**src/rtl/xlsel_pkg.sv**
```systemverilog
package xlsel_pkg;

    typedef enum logic [1:0] {
        XL_NONE = 2'd0,
        XL_32   = 2'd1,
        XL_64   = 2'd2,
        XL_128  = 2'd3
    } xl_code_e;

    typedef enum logic [1:0] {
        PRV_USER = 2'd0,
        PRV_SUPV = 2'd1,
        PRV_HYPV = 2'd2,
        PRV_MACH = 2'd3
    } priv_e;

    typedef struct packed {
        logic [1:0] mxl;
        logic [1:0] sxl;
        logic [1:0] uxl;
    } xl_fields_t;

    // A width code is usable if it is nonzero and not wider than the core
    function automatic logic code_ok(input logic [1:0] code, input int max_xl);
        return (code != 2'(XL_NONE)) && (int'(code) <= max_xl);
    endfunction

    // Width selection for one privilege level
    function automatic logic [1:0] pick_width(input xl_fields_t f, input priv_e p);
        logic [1:0] res;
        if (f.mxl == 2'(XL_32)) begin
            res = 2'(XL_32);
        end else begin
            unique case (p)
                PRV_MACH: res = f.mxl;
                PRV_USER: res = f.uxl;
                default:  res = f.sxl;
            endcase
        end
        return res;
    endfunction

endpackage

```
**src/rtl/xl_field_reg.sv**
```systemverilog
module xl_field_reg
    import xlsel_pkg::*;
#(
    parameter int         MAX_XL   = 2,
    parameter logic [1:0] RST_CODE = 2'(MAX_XL)
) (
    input  logic       clk,
    input  logic       rst,
    input  logic       wr_en,
    input  logic [1:0] wr_val,
    output logic [1:0] cur,
    output logic [1:0] nxt
);

    logic take;

    assign take = wr_en && code_ok(wr_val, MAX_XL);
    assign nxt  = take ? wr_val : cur;

    always_ff @(posedge clk) begin
        if (rst) begin
            cur <= RST_CODE;
        end else begin
            cur <= nxt;
        end
    end

endmodule

```
**src/rtl/xl_resolve.sv**
```systemverilog
module xl_resolve
    import xlsel_pkg::*;
(
    input  xl_fields_t fields,
    input  priv_e      priv,
    output logic [1:0] code
);

    assign code = pick_width(fields, priv);

endmodule

```
**src/rtl/xl_cache.sv**
```systemverilog
module xl_cache
    import xlsel_pkg::*;
#(
    parameter logic [1:0] RST_CODE = 2'(XL_64)
) (
    input  logic       clk,
    input  logic       rst,
    input  logic       upd,
    input  logic [1:0] nxt,
    output logic [1:0] code,
    output logic       is32
);

    always_ff @(posedge clk) begin
        if (rst) begin
            code <= RST_CODE;
        end else if (upd) begin
            code <= nxt;
        end
    end

    assign is32 = (code == 2'(XL_32));

endmodule

```
**src/rtl/xlen_sel_cache.sv**
```systemverilog
module xlen_sel_cache
    import xlsel_pkg::*;
#(
    parameter int DATA_W  = 64,
    parameter int MAX_XL  = 2,
    parameter int UXL_LSB = 32,
    parameter int SXL_LSB = 34
) (
    input  logic              clk,
    input  logic              rst,
    input  logic [1:0]        priv_i,
    input  logic              trap_fire,
    input  logic [1:0]        trap_priv,
    input  logic              misa_we,
    input  logic [DATA_W-1:0] misa_wdata,
    input  logic              mstatus_we,
    input  logic [DATA_W-1:0] mstatus_wdata,
    output logic [1:0]        eff_xl,
    output logic              xl32_mode
);

    localparam int          MXL_LSB   = DATA_W - 2;
    localparam logic [1:0]  MAX_CODE  = 2'(MAX_XL);
    localparam int          N_LOW     = 2;
    localparam logic [DATA_W-1:0] STAT_MASK =
        (DATA_W'(3) << UXL_LSB) | (DATA_W'(3) << SXL_LSB);

    logic [1:0] misa_fld;
    logic [1:0] mxl_q;
    logic [1:0] mxl_nx;
    logic [1:0] uxl_q;
    logic [1:0] sxl_q;
    logic [1:0] low_cur [N_LOW];
    logic [1:0] low_nxt [N_LOW];
    logic       stat_reach;
    logic       recompute;
    priv_e      tgt_priv;
    xl_fields_t fld_next;
    logic [1:0] sel_code;
    logic       misa_unused;
    logic       stat_unused;

    assign misa_fld    = misa_wdata[MXL_LSB +: 2];
    assign misa_unused = ^misa_wdata[MXL_LSB-1:0];
    assign stat_unused = ^(mstatus_wdata & ~STAT_MASK);

    // Machine width field
    xl_field_reg #(.MAX_XL(MAX_XL), .RST_CODE(MAX_CODE)) u_mxl (
        .clk    (clk),
        .rst    (rst),
        .wr_en  (misa_we),
        .wr_val (misa_fld),
        .cur    (mxl_q),
        .nxt    (mxl_nx)
    );

    // Lower fields are only reachable while the machine width is not 32
    assign stat_reach = mstatus_we && (mxl_q != 2'(XL_32));

    for (genvar gi = 0; gi < N_LOW; gi++) begin : g_low
        localparam int LSB = (gi == 0) ? UXL_LSB : SXL_LSB;
        xl_field_reg #(.MAX_XL(MAX_XL), .RST_CODE(MAX_CODE)) u_fld (
            .clk    (clk),
            .rst    (rst),
            .wr_en  (stat_reach),
            .wr_val (mstatus_wdata[LSB +: 2]),
            .cur    (low_cur[gi]),
            .nxt    (low_nxt[gi])
        );
    end

    assign uxl_q = low_cur[0];
    assign sxl_q = low_cur[1];

    assign recompute = trap_fire | misa_we | mstatus_we;
    assign tgt_priv  = trap_fire ? priv_e'(trap_priv) : priv_e'(priv_i);

    assign fld_next.mxl = mxl_nx;
    assign fld_next.uxl = low_nxt[0];
    assign fld_next.sxl = low_nxt[1];

    xl_resolve u_res (
        .fields (fld_next),
        .priv   (tgt_priv),
        .code   (sel_code)
    );

    xl_cache #(.RST_CODE(MAX_CODE)) u_cache (
        .clk  (clk),
        .rst  (rst),
        .upd  (recompute),
        .nxt  (sel_code),
        .code (eff_xl),
        .is32 (xl32_mode)
    );

endmodule

```
**config.mk**
```make
export PLATFORM = sky130hd
export DESIGN_NAME = xlen_sel_cache
export DESIGN_NICKNAME = d
export VERILOG_FILES = /design/src/rtl/xlsel_pkg.sv /design/src/rtl/xl_field_reg.sv /design/src/rtl/xl_resolve.sv /design/src/rtl/xl_cache.sv /design/src/rtl/xlen_sel_cache.sv
export SDC_FILE = /design/constraint.sdc
export NUM_CORES = 1
export LEC_CHECK = 0
export ABC_CLOCK_PERIOD_IN_PS = 4800
export BUFFER_PORTS_ARGS = -buffer_cell sky130_fd_sc_hd__buf_2
export CAP_MARGIN = 40
export CORE_AREA = 2 2 53 55
export DETAILED_ROUTE_END_ITERATION = 12
export DIE_AREA = 0 0 55 57
export PLACE_DENSITY = 0.75
export SYNTH_ARGS = -nofsm -noshare
export SYNTH_HDL_FRONTEND = slang
export SYNTH_HIERARCHICAL = 1
export SYNTH_SLANG_ARGS = --single-unit
```
**constraint.sdc**
```tcl
create_clock -name clk -period 4.8 [get_ports clk]
set_input_delay 0.96 -clock clk [delete_from_list [all_inputs] [get_ports clk]]
set_output_delay 0.96 -clock clk [all_outputs]
set_load 0.02 [all_outputs]
```
======== Word-level counts from Yosys, hierarchy flattened ========
Index checks and enable logic that the tools add are counted.
W data, S select, Z words.
word-level totals
  register bits after elaboration ......... 8
  input port bits ......................... 137
  logic and storage cells ................. 30
operators by class
  order comparisons ....................... 3
  equal/unequal tests ..................... 4
  mux-type cells .......................... 6
  bitwise logic cells ..................... 2
  reduce and logical (&&, ||, !) cells .... 11
operators with widths
  operator              number
  $mux W2               5
  $logic_and A1 B1 Y1   7
  $le A2 B2 Y1 const B  3
  $reduce_bool A2 Y1    3
  $eq A2 B1 Y1 const B  2
  $pmux W2 S2           1
  $eq A2 B2 Y1 const B  1
  $logic_not A2 Y1      1
  $ne A2 B1 Y1 const B  1
  $or A1 B1 Y1          2

======== Depth between registers and ports, before layout ========
Gate-level depths: netlist of the first run.
  word-level depth ........................ 6
  mapped depth ............................ 9
  depth with buffers taken out ............ 9

======== Hierarchy ========
The synthesis of the first run kept the hierarchy.
by module, submodules not included
  module          instances  cells each  area an instance (µm²)  sequential area each (µm²)
  xl_field_reg    3          12          98.8                    40.0
  xl_resolve      1          13          82.6                    0.0
  xl_cache        1          7           75.1                    40.0
  xlen_sel_cache  1          5           40.0                    0.0

======== Worst setup path before layout of the first run ========
Ideal clock, no wire load.
  path type ............................... input port to flip-flop
  start ................................... in mstatus_we
  end ..................................... reg u_cache.code[1]
  library setup time ...................... 120 ps
  arrival time ............................ 2,274 ps
  slack ................................... 2,407 ps
  cell stages on the path ................. 6
  path buffers ............................ 0
  cell sequence ........................... a21boi_0 nand2_1 a22o_1 a221oi_1 nor2_1 a211o_1
RTL lines
  element                 RTL line              text
  start: declaration      xlen_sel_cache.sv:16  input logic mstatus_we,
  end signal: assignment  xl_cache.sv:18        code <= nxt;
  end: declaration        xl_cache.sv:10        output logic [1:0] code,

==> run metrics, run 1 <==
CP required between 4000 and 5000 ps; Post-synth EDFFs 0; syn avg cell area between 8 and 9 µm²; chip height 57 µm; syn_nets 200; Filler cells ~300; final setup fails 0; Ys Warns 6; status finished, final reports clean; GPL Wtd Cong 0.762; Setup Fix Bufs, Post-CTS 0; number of max-cap violations 0; Tmin final about 2500 ps; CTS H-tree lvls 1; Max VDD drop ~0.17 mV; Area contributors post-synth dfxtp_1, nand2_1, nand2b_1, a21oi_1, a221o_1; finished layout cell area between 600 and 700 µm²; Sw Share 0.295; half-perimeter wire length after placement ~1.0 mm; largest net degree at the start of global routing 9; I/O pins 140; vias in the first global route approximately 540; Starting Density 0.189; crit path launch type input pin; Seq/Total Area, Yosys 0.324; CTS tree done; Netlist Area Pre-Place roughly 500 µm²; Hold Crit Class reg -> reg; die width about 55 µm; CORE AREA roughly 2600 µm²; count of buffers from port buffering 17; distinct cell type count after synthesis 21; Flop pwr share 0.436; std cell rows 19; DR vias approximately 520; share of cells above drive strength 1 0.284; setup TNS 0 ps; Yosys top cell area share 0.324; Final Slew Violations 0; critical path class in -> reg; CP Capture Type flip-flop; f_max between 300 and 400 MHz; Final Hold Fails 0; slowest stage delay, CP between 500 and 600 ps; wire per inst approximately 11 µm; crit path cell chain buf_2 -> a21boi_0 -> nand2_1 -> a22o_1 -> a221oi_1 -> nor2_1 -> a211o_1; worst r2r src u_mxl/cur[1]; HP Start g_low[0].u_fld/cur[0]; RSZ-0062 raised after global routing false; DRT Pass-1 Iters 4; placed cell areas 618 µm²; clock buffer depth 2; CTS resizes 0; Top FF cell, synth dfxtp_1; Internal roughly 0.12 mW; GRT Util Overall 0.0924; first-pass GRT wire length 2.09 mm; TritonCTS Buffers 3; Antenna Cells 0; critical path fanouts, max 6; initial antenna violation count 0; total global routing overflow 0; Final Net Count 222; hold_ws between 400 and 500 ps; area added between synthesis and finish 29.6%; crit path buf inv count 1; Post-route DRC 0; fraction of registers with async set/reset 0; cell taking the most area after synthesis dfxtp_1; clk_lat worst skew 260 ps; sw power between 0.04 and 0.05 mW; clock slew at reported path FFs roughly 60 ps; Tcrit/Tclk final 0.523; Tightest Pin Transition ~720 ps; Power Density ~260 nW/µm²; initial DRC count 16; clock power share 0.316; slew margin rel. 0.516; Hold Buf Count CTS 0; P_leak a little over 0.3 nW; combinational share of power 0.248; clk_skew about 1.2 ps; Clock Root Buffer clkbuf_4; antenna-violating nets left 0; kind of cell adding the most delay to the critical path compound AO/OA/AOI/OAI gates; drt via density 4.67; Mapped Cells 61; Die Area ~3100 µm²; register bit total from synthesis 8; Final Routed Wirelength ~1.2 mm; Crit-path slowest cell a21boi_0; clock sinks 8; crit path launch mstatus_we; Arr. time, crit path ~2700 ps
==> worst min-delay path, stage by stage, from the launching register on <==
cell,delay (ps)
dfxtp_1,310
nand2_1,70
a21oi_1,60
==> sequential cells by signal, summed over array words and instances (netlist names) <==
register	flops
u_mxl/cur	2
g_low.u_fld/cur	4
u_cache/code	2
==> stage by stage <==
stage / power, mW / utilization / setup WS (ps) / cells
3_3_place_gp: 0.115 / 0.236 / 2120 / 109
4_1_cts: 0.170 / 0.245 / 2330 / 112
2_1_floorplan: 0.102 / - / 2410 / 61
5_1_grt: 0.182 / 0.245 / 2130 / 112
3_5_place_dp: 0.117 / 0.236 / 2040 / 109
6_report: 0.169 / 0.245 / 2290 / 112
==> power by group through the flow <==
| stage | registers, mW | clock network (mW) | logic, mW |
|---|---|---|---|
| detailed placement | 0.0753 | 0 | 0.0418 |
| finish | 0.0739 | 0.0535 | 0.0419 |
| CTS | 0.0739 | 0.0537 | 0.0421 |
| floorplan | 0.0771 | 0 | 0.0247 |
| global placement | 0.0751 | 0 | 0.0398 |
| global route | 0.0748 | 0.0600 | 0.0475 |
==> cell families (layout without fill, tap and decap cells) <==
| logic type | after synthesis | in the layout | synth area share |
|---|---|---|---|
| mux | 3 | 3 | 0.0658 |
| buf+inv | 5 | 25 | 0.0380 |
| simple gates | 25 | 25 | 0.251 |
| flops | 8 | 8 | 0.324 |
| fa+ha+maj | 2 | 2 | 0.0506 |
| compound gates | 18 | 18 | 0.271 |
==> per-layer routing <==
metal	share of wire	GRT usage	up-vias
met5	0	0	-
met4	0	0.0105	0
met3	0.11	0.0524	0
met2	0.46	0.146	22
met1	0.42	0.112	240
li1	-	-	261
==> final timing paths <==
| kind | endpoint | slack [ps] | cells past startpoint |
|---|---|---|---|
| worst max-delay path | u_cache/code[1] | 2290 | 7 |
| worst min-delay path | g_low[0].u_fld/cur[0] | 490 | 2 |
| worst max register to register | u_cache/code[1] | 2690 | 7 |
| worst min register to register | g_low[0].u_fld/cur[0] | 490 | 2 |
==> synthesized netlist by cell type (all sizes together), types with 2 or more instances <==
| cell | number |
|---|---|
| a21boi | 2 |
| or2 | 3 |
| mux2 | 2 |
| nor2 | 2 |
| dfxtp | 8 |
| a221o | 3 |
| a22o | 3 |
| nand2b | 6 |
| nor2b | 2 |
| inv | 5 |
| ha | 2 |
| nand2 | 11 |
| a21oi | 6 |
==> area by class of cell <==
type	count	area (µm²)	area share
multi-input cells	48	315	0.492
flip-flops and latches	8	160	0.250
repair buffers	17	85.1	0.133
well taps	31	38.8	0.0605
clock buffers	3	22.5	0.0352
inverters	5	18.8	0.0293
==> layout by cell type, fill, tap and decap left out <==
cell / Yosys / layout
nor2_1: 2 / 2
or2_1: 3 / 3
a21oi_1: 6 / 6
ha_1: 2 / 2
o221ai_1: 1 / 1
dfxtp_1: 8 / 8
mux2_2: 2 / 2
buf_2: 0 / 17
nor2b_1: 2 / 2
inv_1: 4 / 4
clkbuf_4: 0 / 3
a211o_1: 1 / 1
mux2i_1: 1 / 1
inv_2: 1 / 1
a221o_1: 3 / 3
nand2b_1: 6 / 6
nand2_1: 11 / 11
a21boi_0: 1 / 1
o22ai_1: 1 / 1
a22o_1: 3 / 3
a21boi_1: 1 / 1
or3_1: 1 / 1
a221oi_1: 1 / 1
(Power assumes the default switching activity.)
==> run 2: changes to the inputs <==
--- a/config.mk
+++ b/config.mk
@@ -5,13 +5,14 @@
 export SDC_FILE = /design/constraint.sdc
 export NUM_CORES = 1
 export LEC_CHECK = 0
-export ABC_CLOCK_PERIOD_IN_PS = 4800
+export ABC_AREA = 1
+export ABC_CLOCK_PERIOD_IN_PS = 2210
 export BUFFER_PORTS_ARGS = -buffer_cell sky130_fd_sc_hd__buf_2
 export CAP_MARGIN = 40
-export CORE_AREA = 2 2 53 55
+export CORE_MARGIN = 2
+export CORE_UTILIZATION = 20
 export DETAILED_ROUTE_END_ITERATION = 12
-export DIE_AREA = 0 0 55 57
-export PLACE_DENSITY = 0.75
+export PLACE_DENSITY = 0.73
 export SYNTH_ARGS = -nofsm -noshare
 export SYNTH_HDL_FRONTEND = slang
 export SYNTH_HIERARCHICAL = 1
==> constraint.sdc (replaced) <==
create_clock -name clk -period 2.21 [get_ports clk]
set_input_delay 0.442 -clock clk [delete_from_list [all_inputs] [get_ports clk]]
set_output_delay 0.442 -clock clk [all_outputs]
set_load 0.02 [all_outputs]
==> run metrics, run 2 <==
Power Density approximately 540 nW/µm²; top-count cell post-synth nand2_1; count of buffers from port buffering 17; number of max-cap violations 0; clock slew at reported path FFs about 50 ps; critical path depth 12; share of cells above drive strength 1 0.308; CTS tree done; total global routing overflow 0; critical path fanouts, max 4; initial antenna violation count 0; syn_nets around 240; slowest stage delay, CP between 300 and 400 ps; fraction of registers with async set/reset 0; Total Power 0.391 mW; Max VDD drop approximately 0.17 mV; P_leak between 0.4 and 0.5 nW; critical path class reg -> reg; setup TNS 0 ps; Yosys top cell area share 0.276; GPL Wtd Cong approximately 0.73; Final Routed Wirelength ~1.0 mm; cell taking the most area after synthesis dfxtp_1; RSZ-0062 raised after global routing false; Post-route DRC 0; Antenna Cells 0; Tmin final about 1600 ps; I/O pins between 100 and 150; TritonCTS Buffers 3; Worst Hold Depth 2; Ys Warns 6; Reg2Reg Depth 12; die width roughly 58 µm; Post-synth EDFFs 0; Crit-path slowest cell a21oi_1; Setup Fix Bufs, Post-CTS 0; CP required ~2400 ps; Tcrit/Tclk final 0.710; distinct cell type count after synthesis 13; register bit total from synthesis 8; f_max about 640 MHz; CP Capture Type flip-flop; Area contributors post-synth dfxtp_1, nand2_1, inv_1, nand2_2, nand3_2; commonest non-fill, non-tap cell in the layout nand2_1; area added between synthesis and finish 25.2%; CTS H-tree lvls 1; Seq/Total Area, Yosys 0.276; Filler cells between 300 and 400; clock sinks 8; Largest register FFs 4; crit path buf inv count 3; most frequent cells in the layout nand2_1, inv_1, buf_2; Final Slew Violations 0; final setup fails 0; Die Area ~3300 µm²; initial DRC count 9; register area approximately 160 µm²; half-perimeter wire length after placement approximately 890 µm; status finished, final reports clean; clk_lat worst skew between 200 and 300 ps; Crit path top cell by count nand2_1; hold_ws ~460 ps; drt via density a little under 4; Netlist Area Pre-Place 581 µm²; GRT Util Overall 0.0681; leading cell types by count after synthesis nand2_1, inv_1, nand2_2; kind of cell adding the most delay to the critical path simple AND/OR/NAND/NOR gates; largest net degree at the start of global routing 8; crit path cell chain inv_1 -> a21oi_1 -> nand3_1 -> nand2_2 -> inv_1 -> nand2_1 -> and2_1 -> nand2_1 -> inv_1 -> nand2_1 -> nand2_1 -> nor2_1; Starting Density 0.211; Top FF cell, synth dfxtp_1; wire per inst 6.79 µm; Mapped Cells between 90 and 100; DRT Pass-1 Iters 4; Clock Root Buffer clkbuf_4; Arr. time, crit path 1710 ps; top flop regs g_low.u_fld/cur x4, u_cache/code x2, u_mxl/cur x2; std cell rows 19; antenna-violating nets left 0; Tightest Pin Transition 432 ps; vias in the first global route ~500; CORE AREA 2760 µm²; area of the multi-input gates around 330 µm²; Final Net Count 258; first-pass GRT wire length roughly 1.8 mm; syn avg cell area roughly 6 µm²; CTS resizes 0; slew margin rel. 0.712; Hold Buf Count CTS 0; DR vias approximately 570; Final Hold Fails 0; clk_skew 2.80 ps; Biggest register g_low.u_fld/cur; crit path launch type flip-flop; clock buffer depth 2; chip height about 58 µm; Hold Crit Class in -> reg
[run 2: cell count changes in the layout (fill, tap and decap cells not counted), sizes merged, moves of 5 or more]
cell | previous run | this run
inv | 5 | 25
a21oi | 6 | 1
nor2 | 2 | 9
nand3 | 0 | 7
nand2b | 6 | 0
nand2 | 11 | 41
[run 2: final timing paths]
path | startpoint | end | slack [ps]
worst max-delay path | u_mxl/cur[1] | u_cache/code[0] | 640
worst min-delay path | rst | g_low[1].u_fld/cur[0] | 460
worst max register to register | u_mxl/cur[1] | u_cache/code[0] | 640
worst min register to register | g_low[1].u_fld/cur[1] | g_low[1].u_fld/cur[1] | 470
[run 2: through the flow]
| step | utilization | cells | instance area (µm²) | worst slack [ps] |
|---|---|---|---|---|
| 2_1_floorplan | - | 97 | 581 | 707 |
| 3_3_place_gp | 0.255 | 145 | 704 | 451 |
| 3_5_place_dp | 0.255 | 145 | 704 | 436 |
| 4_1_cts | 0.264 | 148 | 727 | 631 |
| 5_1_grt | 0.264 | 148 | 727 | 461 |
| 6_report | 0.264 | 148 | 727 | 641 |
[run 2: layout make-up]
class / count / area share
Clock buffer: 3 / 0.0310
Tap cell: 31 / 0.0534
Timing Repair Buffer: 17 / 0.117
Multi-Input combinational cell: 64 / 0.449
Inverter: 25 / 0.129
Sequential cell: 8 / 0.220
[run 2: metal layers]
metal	part of all wire	global-route usage
met4	0.015	0.0498
met2	0.41	0.104
met5	0	0
met1	0.49	0.0847
met3	0.077	0.0134
[run 2: logic make-up (layout without fill, tap and decap cells)]
kind of cell               Yosys count  count (layout)  share of synthesized area
DFF                                  8               8                      0.276
buffers and inverters               25              45                      0.162
AOI/OAI and AO/OA                    1               1                    0.00861
adders and majority gates            2               2                     0.0431
and+or+nand+nor                     61              61                      0.511
[run 2: where the power goes]
| group | switching (mW) | total, mW | leakage, nW | internal, mW |
|---|---|---|---|---|
| Sequential | 0.00585 | 0.164 | 0.0664 | 0.158 |
| Combinational | 0.0721 | 0.121 | 0.386 | 0.0486 |
| Clock | 0.0445 | 0.106 | 0.0138 | 0.0618 |
